===== src/rtl/pcu_pkg.sv =====
package pcu_pkg;

    localparam int KEY_BITS = 64;
    // byte 0 sits in bits 7:0; bits go out LSB first
    localparam logic [KEY_BITS-1:0] UNLOCK_KEY = 64'h5CA3_3AC5_5CA3_3AC5;

    typedef struct packed {
        logic sel;       // chip select, one clock late
        logic open;      // transfer phase active
        logic hold;      // substituting data bit 0
        logic hold_bit;  // register bit shown during a read
    } top_st_t;

endpackage


===== src/rtl/pcu_key_match.sv =====
module pcu_key_match #(
    parameter int                    KEY_BITS = 64,
    parameter logic [KEY_BITS-1:0]   KEY      = '0
) (
    input  logic clk,
    input  logic rst,
    input  logic step_wr,
    input  logic step_rd,
    input  logic bit_in,
    output logic hit
);
    localparam int PW = $clog2(KEY_BITS);
    localparam logic [PW-1:0] LAST = PW'(KEY_BITS - 1);

    typedef struct packed {
        logic [PW-1:0] ptr;
    } key_st_t;

    key_st_t st_d, st_q;

    always_comb begin
        st_d = st_q;
        hit  = 1'b0;
        if (step_rd) begin
            st_d.ptr = '0;
        end else if (step_wr) begin
            if (bit_in == KEY[st_q.ptr]) begin
                if (st_q.ptr == LAST) begin
                    hit      = 1'b1;
                    st_d.ptr = '0;
                end else begin
                    st_d.ptr = st_q.ptr + 1'b1;
                end
            end else begin
                st_d.ptr = '0;
            end
        end
    end

    always_ff @(posedge clk) begin
        if (rst) st_q <= '0;
        else     st_q <= st_d;
    end

endmodule


===== src/rtl/pcu_xfer_shift.sv =====
module pcu_xfer_shift #(
    parameter int NBITS = 64
) (
    input  logic             clk,
    input  logic             rst,
    input  logic             load,
    input  logic [NBITS-1:0] snap,
    input  logic             step,
    input  logic             is_wr,
    input  logic             bit_in,
    output logic             cur_bit,
    output logic             done,
    output logic [NBITS-1:0] regs_out,
    output logic             regs_wr
);
    localparam int CW = $clog2(NBITS);
    localparam logic [CW-1:0] LAST = CW'(NBITS - 1);

    typedef struct packed {
        logic [NBITS-1:0] shreg;
        logic [CW-1:0]    cnt;
        logic             wr_all;
        logic             commit;
    } xf_st_t;

    xf_st_t st_d, st_q;

    always_comb begin
        st_d        = st_q;
        st_d.commit = 1'b0;
        done        = 1'b0;
        if (load) begin
            st_d.shreg  = snap;
            st_d.cnt    = '0;
            st_d.wr_all = 1'b1;
        end else if (step) begin
            // writes insert the new bit, reads rotate the old one back
            st_d.shreg  = {(is_wr ? bit_in : st_q.shreg[0]), st_q.shreg[NBITS-1:1]};
            st_d.wr_all = st_q.wr_all & is_wr;
            if (st_q.cnt == LAST) begin
                done        = 1'b1;
                st_d.cnt    = '0;
                st_d.commit = st_q.wr_all & is_wr;
            end else begin
                st_d.cnt = st_q.cnt + 1'b1;
            end
        end
    end

    always_ff @(posedge clk) begin
        if (rst) st_q <= '0;
        else     st_q <= st_d;
    end

    assign cur_bit  = st_q.shreg[0];
    assign regs_out = st_q.shreg;
    assign regs_wr  = st_q.commit;

endmodule


===== src/rtl/pcu_data_mux.sv =====
module pcu_data_mux #(
    parameter int DW = 8
) (
    input  logic [DW-1:0] rom_q,
    input  logic          sub,
    input  logic          sub_bit,
    output logic [DW-1:0] bus_q
);
    always_comb begin
        bus_q = rom_q;
        if (sub) bus_q[0] = sub_bit;
    end
endmodule


===== src/rtl/pcu_unlock.sv =====
module pcu_unlock #(
    parameter int DW      = 8,
    parameter int ADDR_W  = 3,
    parameter int DIN_BIT = 0,
    parameter int WRN_BIT = 2,
    parameter int NBYTES  = 8,
    localparam int NBITS  = NBYTES * 8
) (
    input  logic             clk,
    input  logic             rst,
    input  logic             sel,
    input  logic [ADDR_W-1:0] addr,
    input  logic [DW-1:0]    rom_q,
    output logic [DW-1:0]    bus_q,
    input  logic [NBITS-1:0] regs_in,
    output logic [NBITS-1:0] regs_out,
    output logic             regs_wr
);
    import pcu_pkg::*;

    top_st_t st_d, st_q;
    logic acc, is_wr, bit_in, hit, done, cur_bit;
    logic unused_addr;

    assign unused_addr = ^addr;
    assign acc    = sel & ~st_q.sel;
    assign is_wr  = ~addr[WRN_BIT];
    assign bit_in = addr[DIN_BIT];

    pcu_key_match #(.KEY_BITS(KEY_BITS), .KEY(UNLOCK_KEY)) u_key (
        .clk     (clk),
        .rst     (rst),
        .step_wr (acc & ~st_q.open & is_wr),
        .step_rd (acc & ~st_q.open & ~is_wr),
        .bit_in  (bit_in),
        .hit     (hit)
    );

    pcu_xfer_shift #(.NBITS(NBITS)) u_xfer (
        .clk      (clk),
        .rst      (rst),
        .load     (hit),
        .snap     (regs_in),
        .step     (acc & st_q.open),
        .is_wr    (is_wr),
        .bit_in   (bit_in),
        .cur_bit  (cur_bit),
        .done     (done),
        .regs_out (regs_out),
        .regs_wr  (regs_wr)
    );

    always_comb begin
        st_d     = st_q;
        st_d.sel = sel;
        if (hit)       st_d.open = 1'b1;
        else if (done) st_d.open = 1'b0;
        if (!sel) begin
            st_d.hold = 1'b0;
        end else if (acc && st_q.open && !is_wr) begin
            st_d.hold     = 1'b1;
            st_d.hold_bit = cur_bit;
        end
    end

    always_ff @(posedge clk) begin
        if (rst) st_q <= '0;
        else     st_q <= st_d;
    end

    pcu_data_mux #(.DW(DW)) u_mux (
        .rom_q   (rom_q),
        .sub     (st_q.hold & sel),
        .sub_bit (st_q.hold_bit),
        .bus_q   (bus_q)
    );

endmodule


===== config.mk =====
export PLATFORM = sky130hd
export DESIGN_NAME = pcu_unlock
export DESIGN_NICKNAME = d
export VERILOG_FILES = /design/src/rtl/pcu_pkg.sv /design/src/rtl/pcu_key_match.sv /design/src/rtl/pcu_xfer_shift.sv /design/src/rtl/pcu_data_mux.sv /design/src/rtl/pcu_unlock.sv
export SDC_FILE = /design/constraint.sdc
export NUM_CORES = 1
export LEC_CHECK = 0
export BUFFER_PORTS_ARGS = -buffer_cell sky130_fd_sc_hd__buf_2
export CAP_MARGIN = 10
export CORE_UTILIZATION = 54
export DETAILED_ROUTE_END_ITERATION = 6
export PLACE_DENSITY_LB_ADDON = 0.2
export SLEW_MARGIN = 20
export SYNTH_ARGS = -nofsm -noshare
export SYNTH_HDL_FRONTEND = slang
export SYNTH_SLANG_ARGS = --single-unit

===== constraint.sdc =====
create_clock -name clk -period 5.6 [get_ports clk]
set_input_delay 0.56 -clock clk [delete_from_list [all_inputs] [get_ports clk]]
set_output_delay 0.56 -clock clk [all_outputs]
set_load 0.005 [all_outputs]

* Word level (Yosys, flattened, before mapping)
Memory sizes are Yosys's and may differ from the RTL's. A register that Yosys moved wholly into a read port is not among the register bits.
Index checks and enable logic that the tools add are counted.
** Operators by class
- Multipliers :: 0
- Bitwise operators :: 13
- Reduce and logical (&&, ||, !) cells :: 9
- Add/subtract/negate cells :: 2
- Eq/ne operators :: 3
- Multiplexer cells :: 20
- Div/mod/pow operators :: 0
- Shift-type cells :: 0
- Magnitude comparators :: 1
** Operators with widths (count)
- 2-to-1 mux 72 bit :: 1
- 2-to-1 mux 71 bit :: 1
- 2-to-1 mux 6 bit :: 5
- 2-to-1 mux 1 bit :: 13
- adder 6 x 1 -> 6 bit (second input constant) :: 2
- equality test 6 bit (second input constant) :: 2
- bitwise AND 1 bit :: 7
- less-than comparator 6 x 7 -> 1 bit (second input constant) :: 1
- NOT 1 bit :: 6
- OR reduction 2 bit :: 3
- nonzero test 2 bit :: 2
- OR reduction 4 bit :: 1
- logical AND 1 bit :: 2
- AND reduction 2 bit :: 1
- equality test 1 bit :: 1
** Word-level totals
- Bits of input ports :: 78
- ROM bits :: 64
- RAM bits :: 0
- Memories :: 1
- Flip-flop bits (word level) :: 82
- Word-level logic and storage cells :: 58
- Bits in latches :: 0
** Memory list
- (no name shown) :: depth 64, width 1, read ports 1, clocked after Yosys merged registers in 1, wr ports 0, line pcu_key_match.sv:27 : if (bit_in == KEY[st_q.ptr]) begin

* Longest topological paths before layout
Gate-level depths: netlist of run 1.
- Depth in word-level cells :: 9
- Depth in mapped cells :: 9
- Depth with buffers taken out :: 7

* Cells and area by module
A second synthesis of run 1 with hierarchy kept.
** Second synthesis, totals
- Cells, all modules :: 460
- Area total of the unflattened synthesis :: 4566.9 um^2
** By module, submodules not included
- pcu_xfer_shift :: cells an instance 381, times used 1, area each 3867.5 um^2
- pcu_key_match :: cells an instance 52, times used 1, area each 445.4 um^2
- pcu_unlock :: cells an instance 19, times used 1, area each 186.4 um^2
- pcu_data_mux :: cells an instance 8, times used 1, area each 67.6 um^2

* Worst setup path after synthesis of run 1
No wires, ideal clock.
- Path type :: input-to-reg
- Start :: input addr[2]
- End :: register with a tool-made name
- Buffers on the path :: 2
- Data required time :: 5528 ps
- Arrival time :: 2165 ps
- Path slack :: 3363 ps
- Stages on the path :: 8
- Cells stage by stage :: buf_6 -> or4b_1 -> buf_2 -> nor3_2 -> a22oi_1 -> or3b_1 -> o211ai_2 -> mux2i_1
** RTL lines
- from (decl) :: line pcu_unlock.sv:12 : input logic [ADDR_W-1:0] addr,

* Worst setup path after layout of run 1
- Start :: register u_key.st_q[0] (netlist bit)
- End :: register u_xfer.st_q, in the netlist u_xfer.regs_out[11]
** Between the ends
- Cells in the longest elaborated chain, start to end :: 6
- Elaborated cells between the ends (all ways) :: 7
- Classes of those cells :: eq/ne (1); mux (5); reduce/logical (1)
** Ends and longest elaborated chain
- from (decl) :: line pcu_key_match.sv:19 : key_st_t st_d, st_q;
- from (signal assigned) :: line pcu_key_match.sv:42 : else st_q <= st_d;
- equality test 6 bit * :: line pcu_key_match.sv:28 : if (st_q.ptr == LAST) begin
- 2-to-1 mux 1 bit * :: line pcu_key_match.sv:28
- 2-to-1 mux 1 bit * :: line pcu_key_match.sv:27
- 2-to-1 mux 1 bit * :: line pcu_key_match.sv:26 : end else if (step_wr) begin
- 2-to-1 mux 1 bit * :: line pcu_key_match.sv:24 : if (step_rd) begin
- 2-to-1 mux 71 bit / nonzero test 2 bit (equally long branches)
- to (signal assigned) :: line pcu_xfer_shift.sv:52 : else st_q <= st_d;
- to (decl) :: line pcu_xfer_shift.sv:26 : xf_st_t st_d, st_q;
Every way passes the cells marked *; elsewhere a longest branch is shown, timed or not.
A chain may end at the register's enable or synchronous reset.

==> flow_metrics.env, run 1 <==
export IMPL_cpPeakStageDelay_ns=0.72
export IMPL_cp_required_ns=5.85
export IMPL_finalWeightedCongestion=0.840
export IMPL_peakVddDrop_uv=92.1
export IMPL_initial_utilization=0.554
export IMPL_port_buffers=135
export IMPL_syn_avg_cell_area_sq_um=7.84
export IMPL_numCtsBuffers=9
export IMPL_yosys_most_used_dff="dfxtp_1"
export IMPL_grt_pass1_wl_mm=15.2
export IMPL_antenna_found_initial=0
export IMPL_layout_commonest_cell="nand2_1"
export IMPL_design_power_total_mw=1.05
export IMPL_die_x_um=90.8
export IMPL_cts_resized=0
export IMPL_min_path_type="reg2reg"
export IMPL_netlist_area_sq_um=4260
export IMPL_critPathLaunchType="flop"
export IMPL_drv_cap=0
export IMPL_ys_seq_area_frac=0.390
export IMPL_drc=0
export IMPL_grt_max_degree=89
export IMPL_cts_max_level=3
export IMPL_diodes=0
export IMPL_overflow=0
export IMPL_via_per_inst=5.43
export IMPL_ys_warn_count=0
export IMPL_final_hold_violation_count=0
export IMPL_synth_cell_type_count=42
export IMPL_core_sq_um=7690
export IMPL_synth_top_cell_area_share=0.390
export IMPL_synth_edff_count=0
export IMPL_setup_viol_count_final=0
export IMPL_leakage_nw=1.88
export IMPL_synth_nets=623
export IMPL_pre_cts_slack_ns=2.87
export IMPL_insertion_delay_ns=0.34
export IMPL_final_cell_mix="nand2_1, buf_2, dfxtp_1"
export IMPL_synth_top_area_cell="dfxtp_1"
export IMPL_drive_gt1_frac=0.276
export IMPL_drv_slew=0
export IMPL_crit_arrival_ns=2.91
export IMPL_areaGrowthSynthToFinish_pct=7.85
export IMPL_max_clock_path_buffers=2
export IMPL_cellPowerDensity_nw_per_um2=229
export IMPL_wire_per_inst_um=13.3
export IMPL_rows=32
export IMPL_crit_buf_inv=1
export IMPL_grt_pass1_vias=3391
export IMPL_ant_nets=0
export IMPL_fin_crit_sh=0.475
export IMPL_n_fill_cell=762
export IMPL_postSynth_asyncResetShare=0
export IMPL_final_nets=663
export IMPL_vias=3738
export IMPL_drt_wl_total_mm=9.19
export IMPL_worstPathMaxFanout=88
export IMPL_grt_use_total=0.223
export IMPL_clock_sinks=83
export IMPL_critPathCaptureType="flop"
export IMPL_worst_path_max_delay_cell="buf_4"
export IMPL_io_pins=151
export IMPL_crit_family="simple AND/OR/NAND/NOR gates"
export IMPL_timing_final_ws_setup_ns=2.94
export IMPL_max_freq_mhz=376
export IMPL_tns_ns=0
export IMPL_crit_type="reg2reg"
export IMPL_clock_skew_ns=0.0100
export IMPL_status="finished clean"
export IMPL_first_pass_iters=4
export IMPL_tightest_slew_ns=0.798
export IMPL_die_h_um=90.8
export IMPL_ctsHoldBuffers=0
export IMPL_multiInputGateArea_sq_um=1870
export IMPL_synth_seq_cells=83
export IMPL_rsz0062_at_grt="no"
export IMPL_post_dp_hpwl_mm=6.01
export IMPL_syn_inst=543
export IMPL_cts_tree="built"
export IMPL_synth_area_leaders="dfxtp_1, a311oi_1, buf_4, nand2_1, nor2_1"
export IMPL_hold_ws_ns=0.460
export IMPL_die_area_sq_um=8240
export IMPL_drtIter0Drc=149
export IMPL_slew_limit_headroom=0.468
export IMPL_ff_latch_area_sq_um=1660
export IMPL_path_cells="ha_1 > and3_1 > nand3_1 > or2_4 > buf_4 > nor2_1 > a311oi_1"
export IMPL_path_clk_slew_ns=0.08
export IMPL_cts_setup_buffers=0
export IMPL_period_needed_ns=2.66
export IMPL_clockRootBuffer="clkbuf_8"
## registers in the layout (all words and copies together) (netlist names), named ones only
name and flops:
u_xfer.st_q 7, u_key.st_q 6, u_xfer.regs_wr 1, st_q 4, u_xfer.regs_out 64
## path summary, 6_finish.rpt
path	from	end	slack [ns]	cells after the start
max	u_key.st_q[0]	u_xfer.regs_out[11]	2.94	7
min	u_xfer.st_q[1]	u_xfer.st_q[1]	0.46	2
max reg2reg	u_key.st_q[0]	u_xfer.regs_out[11]	2.94	7
min reg2reg	u_xfer.st_q[1]	u_xfer.st_q[1]	0.46	2
## synth_stat cells, types with 4 or more instances
cell and count:
nand3_1 6, nor2_1 73, a21oi_1 9, clkbuf_1 31
buf_2 8, inv_1 6, xor2_1 4, dfxtp_1 83
nand2_1 139, buf_4 71, a311oi_1 63, mux2i_1 4
## kinds of logic after synthesis
group                    after synthesis  synth area share
multiplexers                           5            0.0121
AO/OA/AOI/OAI                         87             0.168
adder cells (fa/ha/maj)                2           0.00588
flip-flops                            83             0.390
AND/OR/NAND/NOR                      243             0.241
XOR/XNOR                               6            0.0123
buffers and inverters                117             0.170
## worst reg2reg max path, delay by kind of cell, from the launching register on
kind,cells,cell delay (ns)
and+or+nand+nor,4,0.95
buffers and inverters,1,0.74
DFF,1,0.36
adders and majority gates,1,0.26
AOI/OAI and AO/OA,1,0.26
## stage by stage
step	utilization	std cells	area (sq um)
6_report	0.597	689	4590
5_1_grt	0.597	689	4590
4_1_cts	0.597	689	4590
3_5_place_dp	0.573	674	4410
3_3_place_gp	0.571	673	4390
2_1_floorplan	-	543	4260
## cell type report
class / instances / share of cell area
Sequential cell: 83 / 0.362
Inverter: 6 / 0.00491
Multi-Input combinational cell: 343 / 0.408
Tap cell: 102 / 0.0278
Clock inverter: 5 / 0.0120
Timing Repair Buffer: 140 / 0.157
Clock buffer: 10 / 0.0278
## metal layers
| layer | vias up | global-route usage | routed length [um] |
|---|---|---|---|
| met4 | 0 | 0.0992 | 99 |
| met2 | 109 | 0.365 | 4220 |
| met3 | 8 | 0.0522 | 527 |
| met5 | - | 0 | 0 |
| li1 | 1876 | - | - |
| met1 | 1745 | 0.280 | 4340 |
## power breakdown
group	switching, mW	total (mW)	internal, mW
Combinational	0.0259	0.0510	0.0251
Sequential	0.00124	0.592	0.591
Clock	0.206	0.408	0.202
Total	0.233	1.05	0.818
Note: power is estimated with default switching activity, not from simulation.
==> run 2: changes to the inputs <==
--- a/config.mk
+++ b/config.mk
@@ -7,7 +7,7 @@
 export LEC_CHECK = 0
 export BUFFER_PORTS_ARGS = -buffer_cell sky130_fd_sc_hd__buf_2
 export CAP_MARGIN = 10
-export CORE_UTILIZATION = 54
+export CORE_UTILIZATION = 45
 export DETAILED_ROUTE_END_ITERATION = 6
 export PLACE_DENSITY_LB_ADDON = 0.2
 export SLEW_MARGIN = 20
==> constraint.sdc (replaced) <==
create_clock -name clk -period 2.4 [get_ports clk]
set_input_delay 0.24 -clock clk [delete_from_list [all_inputs] [get_ports clk]]
set_output_delay 0.24 -clock clk [all_outputs]
set_load 0.005 [all_outputs]
==> run 2 against run 1 <==
  * Core utilization decreased by 8.6 points
  * Power increased to 2.6 times the previous value
  * Via count increased by 0.21%
  * Sequential cell count unchanged
  * Final area increased by 2.4%
  * First-iteration DRC count decreased by 11%
  * Non-clock buffer count increased by 3
  * Clock skew increased by 0.0024 ns
  * Setup slack got worse by 2.7 ns
  * Critical path type unchanged
  * Largest cell class unchanged
==> flow_metrics.env, run 2 (synthesis results as in run 1) <==
export IMPL_seqPwrFrac=0.513
export IMPL_crit_arrival_ns=2.45
export IMPL_worst_path_max_delay_cell="or2_4"
export IMPL_die_h_um=99.2
export IMPL_grt_pass1_vias=3427
export IMPL_io_pins=151
export IMPL_initial_utilization=0.463
export IMPL_wire_per_inst_um=13.9
export IMPL_design_power_total_mw=2.69
export IMPL_areaGrowthSynthToFinish_pct=10.5
export IMPL_drv_slew=0
export IMPL_vias=3746
export IMPL_first_pass_iters=4
export IMPL_cp_required_ns=2.66
export IMPL_core_sq_um=9200
export IMPL_pre_cts_slack_ns=0.228
export IMPL_critPathCaptureType="flop"
export IMPL_grt_pass1_wl_mm=16.1
export IMPL_ctsHoldBuffers=0
export IMPL_antenna_found_initial=0
export IMPL_tns_ns=0
export IMPL_drt_wl_total_mm=9.76
export IMPL_final_cell_mix="nand2_1, buf_2, dfxtp_1"
export IMPL_power_switching_mw=0.567
export IMPL_cellPowerDensity_nw_per_um2=572
export IMPL_diodes=0
export IMPL_ff_latch_area_sq_um=1660
export IMPL_cts_setup_buffers=0
export IMPL_slew_limit_headroom=0.647
export IMPL_internal_power_mw=2.12
export IMPL_die_x_um=99.2
export IMPL_post_dp_hpwl_mm=6.47
export IMPL_crit_buf_inv=1
export IMPL_n_fill_cell=910
export IMPL_numCtsBuffers=9
export IMPL_port_buffers=135
export IMPL_critPathLaunchType="flop"
export IMPL_finalWeightedCongestion=0.845
export IMPL_clock_skew_ns=0.0124
export IMPL_multiInputGateArea_sq_um=1870
export IMPL_status="finished clean"
export IMPL_min_path_type="in2reg"
export IMPL_rsz0062_at_grt="no"
export IMPL_crit_family="simple AND/OR/NAND/NOR gates"
export IMPL_drive_gt1_frac=0.280
export IMPL_layout_commonest_cell="nand2_1"
export IMPL_tightest_slew_ns=0.526
export IMPL_instances_no_fill=701
export IMPL_largest_reg_flops=64
export IMPL_drtIter0Drc=133
export IMPL_path_cells="ha_1 > and3_1 > nand3_1 > or2_4 > buf_12 > nand2_1 > nor4b_1"
export IMPL_path_clk_slew_ns=0.09
export IMPL_leakage_nw=1.93
export IMPL_final_nets=666
export IMPL_cts_tree="built"
export IMPL_peakVddDrop_uv=322
export IMPL_crit_type="reg2reg"
export IMPL_grt_max_degree=55
export IMPL_worstPathMaxFanout=47
export IMPL_fin_crit_sh=0.912
export IMPL_drc=0
export IMPL_setup_viol_count_final=0
export IMPL_period_needed_ns=2.19
export IMPL_cpPeakStageDelay_ns=0.38
export IMPL_grt_use_total=0.201
export IMPL_power_frac_comb=0.045
export IMPL_die_area_sq_um=9850
export IMPL_max_clock_path_buffers=2
export IMPL_rows=35
export IMPL_cts_max_level=3
export IMPL_clock_sinks=83
export IMPL_cts_resized=0
export IMPL_clockPowerShare=0.442
export IMPL_final_hold_violation_count=0
export IMPL_dp_cells=686
export IMPL_insertion_delay_ns=0.36
export IMPL_p_sw_frac=0.211
export IMPL_via_per_inst=5.34
export IMPL_timing_final_ws_setup_ns=0.212
export IMPL_overflow=0
export IMPL_ant_nets=0
export IMPL_hold_ws_ns=0.158
export IMPL_drv_cap=0
export IMPL_clockRootBuffer="clkbuf_8"
export IMPL_max_freq_mhz=457
run 2: power groups by stage:
| stage | Clock (mW) | Sequential, mW | Combinational [mW] |
|---|---|---|---|
| final | 1.19 | 1.38 | 0.121 |
| after global routing | 1.27 | 1.38 | 0.135 |
| after CTS | 1.22 | 1.38 | 0.122 |
| after detailed placement | 0 | 1.41 | 0.121 |
| after global placement | 0 | 1.41 | 0.121 |
| after floorplan | 0 | 1.41 | 0.0622 |
run 2: path summary, 6_finish.rpt:
kind	to	startpoint	depth (start not counted)	slack (ns)
hold / removal	u_xfer.regs_out[26]	regs_in[26]	3	0.16
setup / recovery	u_xfer.regs_wr	u_key.st_q[0]	7	0.21
setup reg to reg	u_xfer.regs_wr	u_key.st_q[0]	7	0.21
hold reg to reg	u_xfer.st_q[1]	u_xfer.st_q[1]	2	0.46
run 2: layout make-up:
| class | count | share of cell area |
|---|---|---|
| clock buffer | 10 | 0.0271 |
| clock inverter | 5 | 0.0218 |
| inverter | 6 | 0.00479 |
| multi-input combinational | 343 | 0.399 |
| sequential | 83 | 0.353 |
| tap | 111 | 0.0295 |
| timing repair buffer | 143 | 0.164 |
run 2: metrics by stage:
step | utilization | cell area [sq um]
6_report | 0.511 | 4700
5_1_grt | 0.511 | 4700
4_1_cts | 0.511 | 4700
3_5_place_dp | 0.486 | 4470
3_3_place_gp | 0.486 | 4470
2_1_floorplan | - | 4260
run 2: metal layers:
metal / up-vias / track usage / wire [um]
li1: 1878 / - / -
met1: 1746 / 0.258 / 4610
met2: 110 / 0.327 / 4400
met3: 12 / 0.0450 / 590
met4: 0 / 0.0792 / 157
met5: - / 0 / 0
run 2: worst reg2reg max path, cell delays in order, from the launching register on:
cell,delay (ns)
dfxtp_1,0.34
ha_1,0.26
and3_1,0.23
nand3_1,0.13
or2_4,0.38
buf_12,0.29
nand2_1,0.18
nor4b_1,0.30
